--- src/rtl/lim_pkg.sv ---
package lim_pkg;
  typedef enum logic [1:0] {BL_2 = 2'd0, BL_4 = 2'd1, BL_8 = 2'd2, BL_8X = 2'd3} burst_sel_e;

  function automatic logic [3:0] burst_mask(input burst_sel_e sel);
    case (sel)
      BL_2:    burst_mask = 4'd1;
      BL_4:    burst_mask = 4'd3;
      default: burst_mask = 4'd7;
    endcase
  endfunction
endpackage

--- src/rtl/lim_cfg_reg.sv ---
module lim_cfg_reg #(
  parameter int CNT_W      = 16,
  parameter int RESET_CNT  = 16,
  parameter int MIN_LB_CNT = 4
) (
  input  logic             clk,
  input  logic             rst,
  input  logic             sw_rst,
  input  logic             wr_load,
  input  logic [CNT_W-1:0] wdata,
  input  logic             lb_en,
  output logic [CNT_W-1:0] load_val,
  output logic [CNT_W-1:0] prog_q,
  output logic             err_q
);
  localparam logic [CNT_W-1:0] MIN_V = CNT_W'(MIN_LB_CNT);
  localparam logic [CNT_W-1:0] RST_V = CNT_W'(RESET_CNT);

  logic too_small;
  assign too_small = lb_en && (wdata < MIN_V);
  assign load_val  = too_small ? MIN_V : wdata;

  always_ff @(posedge clk) begin
    if (rst || sw_rst) begin
      prog_q <= RST_V;
      err_q  <= 1'b0;
    end else if (wr_load) begin
      prog_q <= load_val;
      err_q  <= too_small;
    end
  end
endmodule

--- src/rtl/lim_down_counter.sv ---
module lim_down_counter #(
  parameter int CNT_W     = 16,
  parameter int RESET_CNT = 16
) (
  input  logic             clk,
  input  logic             rst,
  input  logic             sw_rst,
  input  logic             reload,
  input  logic [CNT_W-1:0] reload_val,
  input  logic             load,
  input  logic [CNT_W-1:0] load_val,
  input  logic             dec_wr,
  input  logic             xfer,
  output logic [CNT_W-1:0] cnt_q,
  output logic             zero
);
  localparam logic [CNT_W-1:0] RST_V = CNT_W'(RESET_CNT);

  assign zero = (cnt_q == '0);

  always_ff @(posedge clk) begin
    if (rst || sw_rst)
      cnt_q <= RST_V;
    else if (reload)
      cnt_q <= reload_val;
    else if (load)
      cnt_q <= load_val;
    else if ((dec_wr || xfer) && !zero)
      cnt_q <= cnt_q - 1'b1;
  end
endmodule

--- src/rtl/lim_align_chk.sv ---
module lim_align_chk #(
  parameter int ADDR_W = 8
) (
  input  logic [ADDR_W-1:0] addr,
  input  logic [1:0]        sel,
  output logic              aligned
);
  import lim_pkg::*;
  localparam int MW = (ADDR_W < 4) ? ADDR_W : 4;

  logic [3:0] mask;
  assign mask    = burst_mask(burst_sel_e'(sel));
  assign aligned = ((addr[MW-1:0] & mask[MW-1:0]) == '0);
endmodule

--- src/rtl/dma_tenure_limiter.sv ---
module dma_tenure_limiter #(
  parameter int CNT_W      = 16,
  parameter int ADDR_W     = 8,
  parameter int RESET_CNT  = 16,
  parameter int MIN_LB_CNT = 4
) (
  input  logic              clk,
  input  logic              rst,
  input  logic              sw_rst,
  input  logic              stop,
  input  logic              dmaplus_mode,
  input  logic              test_en,
  input  logic              reg_wr,
  input  logic              reg_rd,
  input  logic [CNT_W-1:0]  reg_wdata,
  output logic [CNT_W-1:0]  reg_rdata,
  input  logic              lb_en,
  input  logic [1:0]        lb_sel,
  input  logic              grant_rise,
  input  logic              xfer,
  input  logic [ADDR_W-1:0] xfer_addr,
  output logic              release_req,
  output logic              prog_err
);
  logic             wr_ok, wr_load, wr_dec;
  logic [CNT_W-1:0] load_val, prog_q, cnt_q;
  logic             cnt_zero, aligned, active_q, fire;

  assign wr_ok   = reg_wr && stop;
  assign wr_load = wr_ok && !test_en;
  assign wr_dec  = wr_ok && test_en;

  lim_cfg_reg #(.CNT_W(CNT_W), .RESET_CNT(RESET_CNT), .MIN_LB_CNT(MIN_LB_CNT)) u_cfg (
    .clk(clk), .rst(rst), .sw_rst(sw_rst), .wr_load(wr_load), .wdata(reg_wdata),
    .lb_en(lb_en), .load_val(load_val), .prog_q(prog_q), .err_q(prog_err));

  lim_down_counter #(.CNT_W(CNT_W), .RESET_CNT(RESET_CNT)) u_cnt (
    .clk(clk), .rst(rst), .sw_rst(sw_rst), .reload(grant_rise), .reload_val(prog_q),
    .load(wr_load), .load_val(load_val), .dec_wr(wr_dec), .xfer(xfer),
    .cnt_q(cnt_q), .zero(cnt_zero));

  lim_align_chk #(.ADDR_W(ADDR_W)) u_aln (
    .addr(xfer_addr), .sel(lb_sel), .aligned(aligned));

  assign fire = active_q && cnt_zero && (!lb_en || aligned) && !dmaplus_mode && !grant_rise;

  always_ff @(posedge clk) begin
    if (rst || sw_rst) begin
      active_q    <= 1'b0;
      release_req <= 1'b0;
    end else begin
      release_req <= fire;
      if (grant_rise)  active_q <= 1'b1;
      else if (fire)   active_q <= 1'b0;
    end
  end

  always_ff @(posedge clk) begin
    if (rst)                 reg_rdata <= '0;
    else if (reg_rd && stop) reg_rdata <= cnt_q;
  end
endmodule

--- config.mk ---
export PLATFORM = sky130hd
export DESIGN_NAME = dma_tenure_limiter
export DESIGN_NICKNAME = d
export VERILOG_FILES = /design/src/rtl/lim_pkg.sv /design/src/rtl/lim_cfg_reg.sv /design/src/rtl/lim_down_counter.sv /design/src/rtl/lim_align_chk.sv /design/src/rtl/dma_tenure_limiter.sv
export SDC_FILE = /design/constraint.sdc
export NUM_CORES = 1
export LEC_CHECK = 0
export BUFFER_PORTS_ARGS = -buffer_cell sky130_fd_sc_hd__buf_2
export CORE_ASPECT_RATIO = 0.7
export CORE_MARGIN = 5
export CORE_UTILIZATION = 35
export CTS_CLUSTER_SIZE = 28
export DETAILED_ROUTE_END_ITERATION = 6
export GPL_ROUTABILITY_DRIVEN = 1
export PLACE_DENSITY = 0.52
export SYNTH_ARGS = -nofsm -noshare
export SYNTH_HDL_FRONTEND = slang
export SYNTH_SLANG_ARGS = --single-unit
export TNS_END_PERCENT = 30
--- constraint.sdc ---
create_clock -name clk -period 4.2 [get_ports clk]
set_input_delay 0.84 -clock clk [delete_from_list [all_inputs] [get_ports clk]]
set_output_delay 0.84 -clock clk [all_outputs]
set_load 0.03 [all_outputs]
==> flow_summary.ini <==
[yosys]
synth_area_leaders = dfxtp_1, nand2_1, a21oi_1
ys.warnings.count = 0
synth-async-reset-ratio = 0
synth_fp_nets = 347
netlist_area_um2 = 2430
synthCells = 309
synth-main-ff-cell = dfxtp_1
synth_largest_area_cell = dfxtp_1
yosysSeqAreaShare = 0.420
syn_area_per_cell_um2 = 7.86
synth_seq_cells = 51
yosys.cell_types.count = 49
synth_top_area_frac = 0.420
synth-edff-count = 0

[place]
place_inst = 433
place_area_um2 = 2710
dpl.hpwl_um = 4870
port_buffers = 49
place_congestion = 0.800

[setup_path]
path_class = flip-flop to flip-flop
r2r_end = u_cnt.cnt_q[5]$_SDFFE_PP0P_
r2r_cells = 7
ff2ff_setup_slack_ns = 1.87
crit_fanout = 19
crit_end = u_cnt.cnt_q[5]$_SDFFE_PP0P_
arrival_ns = 2.56
required_ns = 4.43
cp-start-kind = flip-flop
crit_start = u_cnt.cnt_q[0]$_SDFFE_PP0P_
r2r-start = u_cnt.cnt_q[0]$_SDFFE_PP0P_
crit_path_end_kind = flip-flop

[final_layout]
stdcell_area_um2 = 2810
finalNonFillerCells = 441
area.sequential_um2 = 1020
multiInputGateArea_um2 = 1280
area_growth_pct = 15.8
insertedDiodeCount = 0
finish.net_count = 384
fin_util = 0.416
fill_cells = 738
drive_above_1_share = 0.210

[min_path]
hp-class = flip-flop to flip-flop

[timing]
report.final.setup_viol = 0
period_minus_slack_ns = 2.33
rsz0062_at_grt = false
period_share = 0.554
tns_ns = 0
drv_slew = 0
slew_headroom = 0.577
hold_violations = 0
clock.fmax_mhz = 430
worst_slew_pin_slew_ns = 0.633
finClkSkew_ns = 0.00172

[detailed_routing]
drt-initial-drc-count = 131
num_vias = 2314
avgViaCountPerCell = 5.25
ant_nets = 0
drt_drc_violations_left = 0
wl_um = 6900
first_pass_iters = 4
post_drt_wl_per_cell_um = 15.6

[floorplanning]
die_h_um = 79.7
top_level_ports = 55
start_util = 0.360
fp.coreArea_um2 = 6760
rows = 25
die_x_um = 110
fp.dieArea_um2 = 8740

[global_route]
overflow = 0
grt.total_usage = 0.163
grt_pass1_wl_um = 11000
first_global_vias = 2105
grt_max_degree = 25
antenna_found_initial = 0
busiest_layer = met1
grt_use_met2 = 0.230
grtUsageMet3 = 0.0348
globalRouteMet1Util = 0.252

[power]
vdd_ir_drop_max_mv = 0.151
power_density_nw_per_um2 = 340
leakage_uw = 0.00103

[clock_tree]
htreeDepth = 2
path_clk_slew_ns = 0.09
cts_tree = yes
postCtsSetupBuffers = 0
cts_sinks = 51
cts_root_buffer = clkbuf_8
clock_latency_ns = 0.30
hold_buffers = 0
cts_resized = 0
cts_made_buffers = 5
cts_buffer_depth = 2

[job]
cap_violations = 0

[run_status]
status = finished, final reports clean
## state kept, by name, indices dropped and copies added (netlist names)
signal and cells:
reg_rdata 16, u_cfg.prog_q 16, u_cnt.cnt_q 16, active_q 1
release_req 1, u_cfg.err_q 1
## how the worst min path moves through the flow
stage,slack [ns],startpoint,cells after the start,to
finish,0.46,reg_rdata[6]$_SDFFE_PP0P_,2,reg_rdata[6]$_SDFFE_PP0P_
global route,0.47,reg_rdata[4]$_SDFFE_PP0P_,2,reg_rdata[4]$_SDFFE_PP0P_
CTS,0.46,u_cfg.prog_q[3]$_SDFFE_PP0P_,2,u_cfg.prog_q[3]$_SDFFE_PP0P_
detailed placement,0.44,u_cfg.prog_q[3]$_SDFFE_PP0P_,2,u_cfg.prog_q[3]$_SDFFE_PP0P_
global placement,0.44,u_cfg.prog_q[5]$_SDFFE_PP0P_,2,u_cfg.prog_q[5]$_SDFFE_PP0P_
floorplan,0.43,u_cfg.prog_q[5]$_SDFFE_PP0P_,2,u_cfg.prog_q[5]$_SDFFE_PP0P_
## cells in the mapped netlist, drive strengths merged, types with 2 or more instances
cell     n
o31a     2
nand3    7
buf      8
dfxtp   51
o221ai   2
xnor2    3
o21ai   26
nand2   65
nand4    3
and2     3
o211ai   4
nor3     5
a31oi    4
a211oi   4
nor2    15
o31ai    7
a221oi   4
or3      4
a21oi   44
inv      5
a22oi    2
clkbuf  15
o21a     4
nor4     6
## cells in the final DEF, fill, tap and decap left out, types with 5 or more instances in the layout
cell / netlist / routed
a21oi_1: 44 / 44
buf_2: 6 / 49
clkbuf_8: 0 / 7
dfxtp_1: 51 / 51
inv_1: 5 / 5
nand2_1: 65 / 65
nand3_1: 7 / 7
nor2_1: 15 / 15
o21ai_0: 24 / 24
o31ai_1: 7 / 7
## through the flow
| stage | total power, uW | hold WS (ns) | setup WS (ns) |
|---|---|---|---|
| after detailed placement | 655 | 0.444 | 1.55 |
| final | 956 | 0.455 | 1.87 |
| after global routing | 1010 | 0.471 | 1.60 |
| after CTS | 967 | 0.457 | 1.86 |
| after floorplan | 609 | 0.432 | 2.11 |
| after global placement | 655 | 0.438 | 1.54 |
## critical path, stage by stage (launching register included)
cell     delay [ns]
dfxtp_1        0.37
inv_1          0.09
ha_1           0.19
nor3b_2        0.41
nand4_2        0.31
o21ai_4        0.52
o21ai_0        0.21
a21oi_1        0.16
## where the power goes
part           total, uW  switching, uW  internal (uW)  leakage, uW
logic                138           87.1           50.5     0.000567
clock network        311            160            151    0.0000515
registers            507           12.5            495     0.000413
total                956            260            696      0.00103
## cells by family (layout without fill, tap and decap cells)
group / count (synthesis) / count (layout) / synth area share
flip-flops: 51 / 51 / 0.420
XOR/XNOR: 4 / 4 / 0.0144
adder cells (fa/ha/maj): 1 / 1 / 0.00515
AND/OR/NAND/NOR: 116 / 116 / 0.233
buffers and inverters: 28 / 66 / 0.0525
AO/OA/AOI/OAI: 109 / 109 / 0.275
## routing by layer
layer | wire, um | part of all wire
met4 | 36 | 0.0052
met5 | 0 | 0
met1 | 3520 | 0.51
met2 | 2940 | 0.43
met3 | 395 | 0.057
## cell type report
class	instances	share of cell area
Timing Repair Buffer	53	0.0978
Inverter	5	0.00667
Clock buffer	8	0.0356
Multi-Input combinational cell	230	0.455
Tap cell	94	0.0418
Sequential cell	51	0.363
Note: power is estimated with default switching activity, not from simulation.
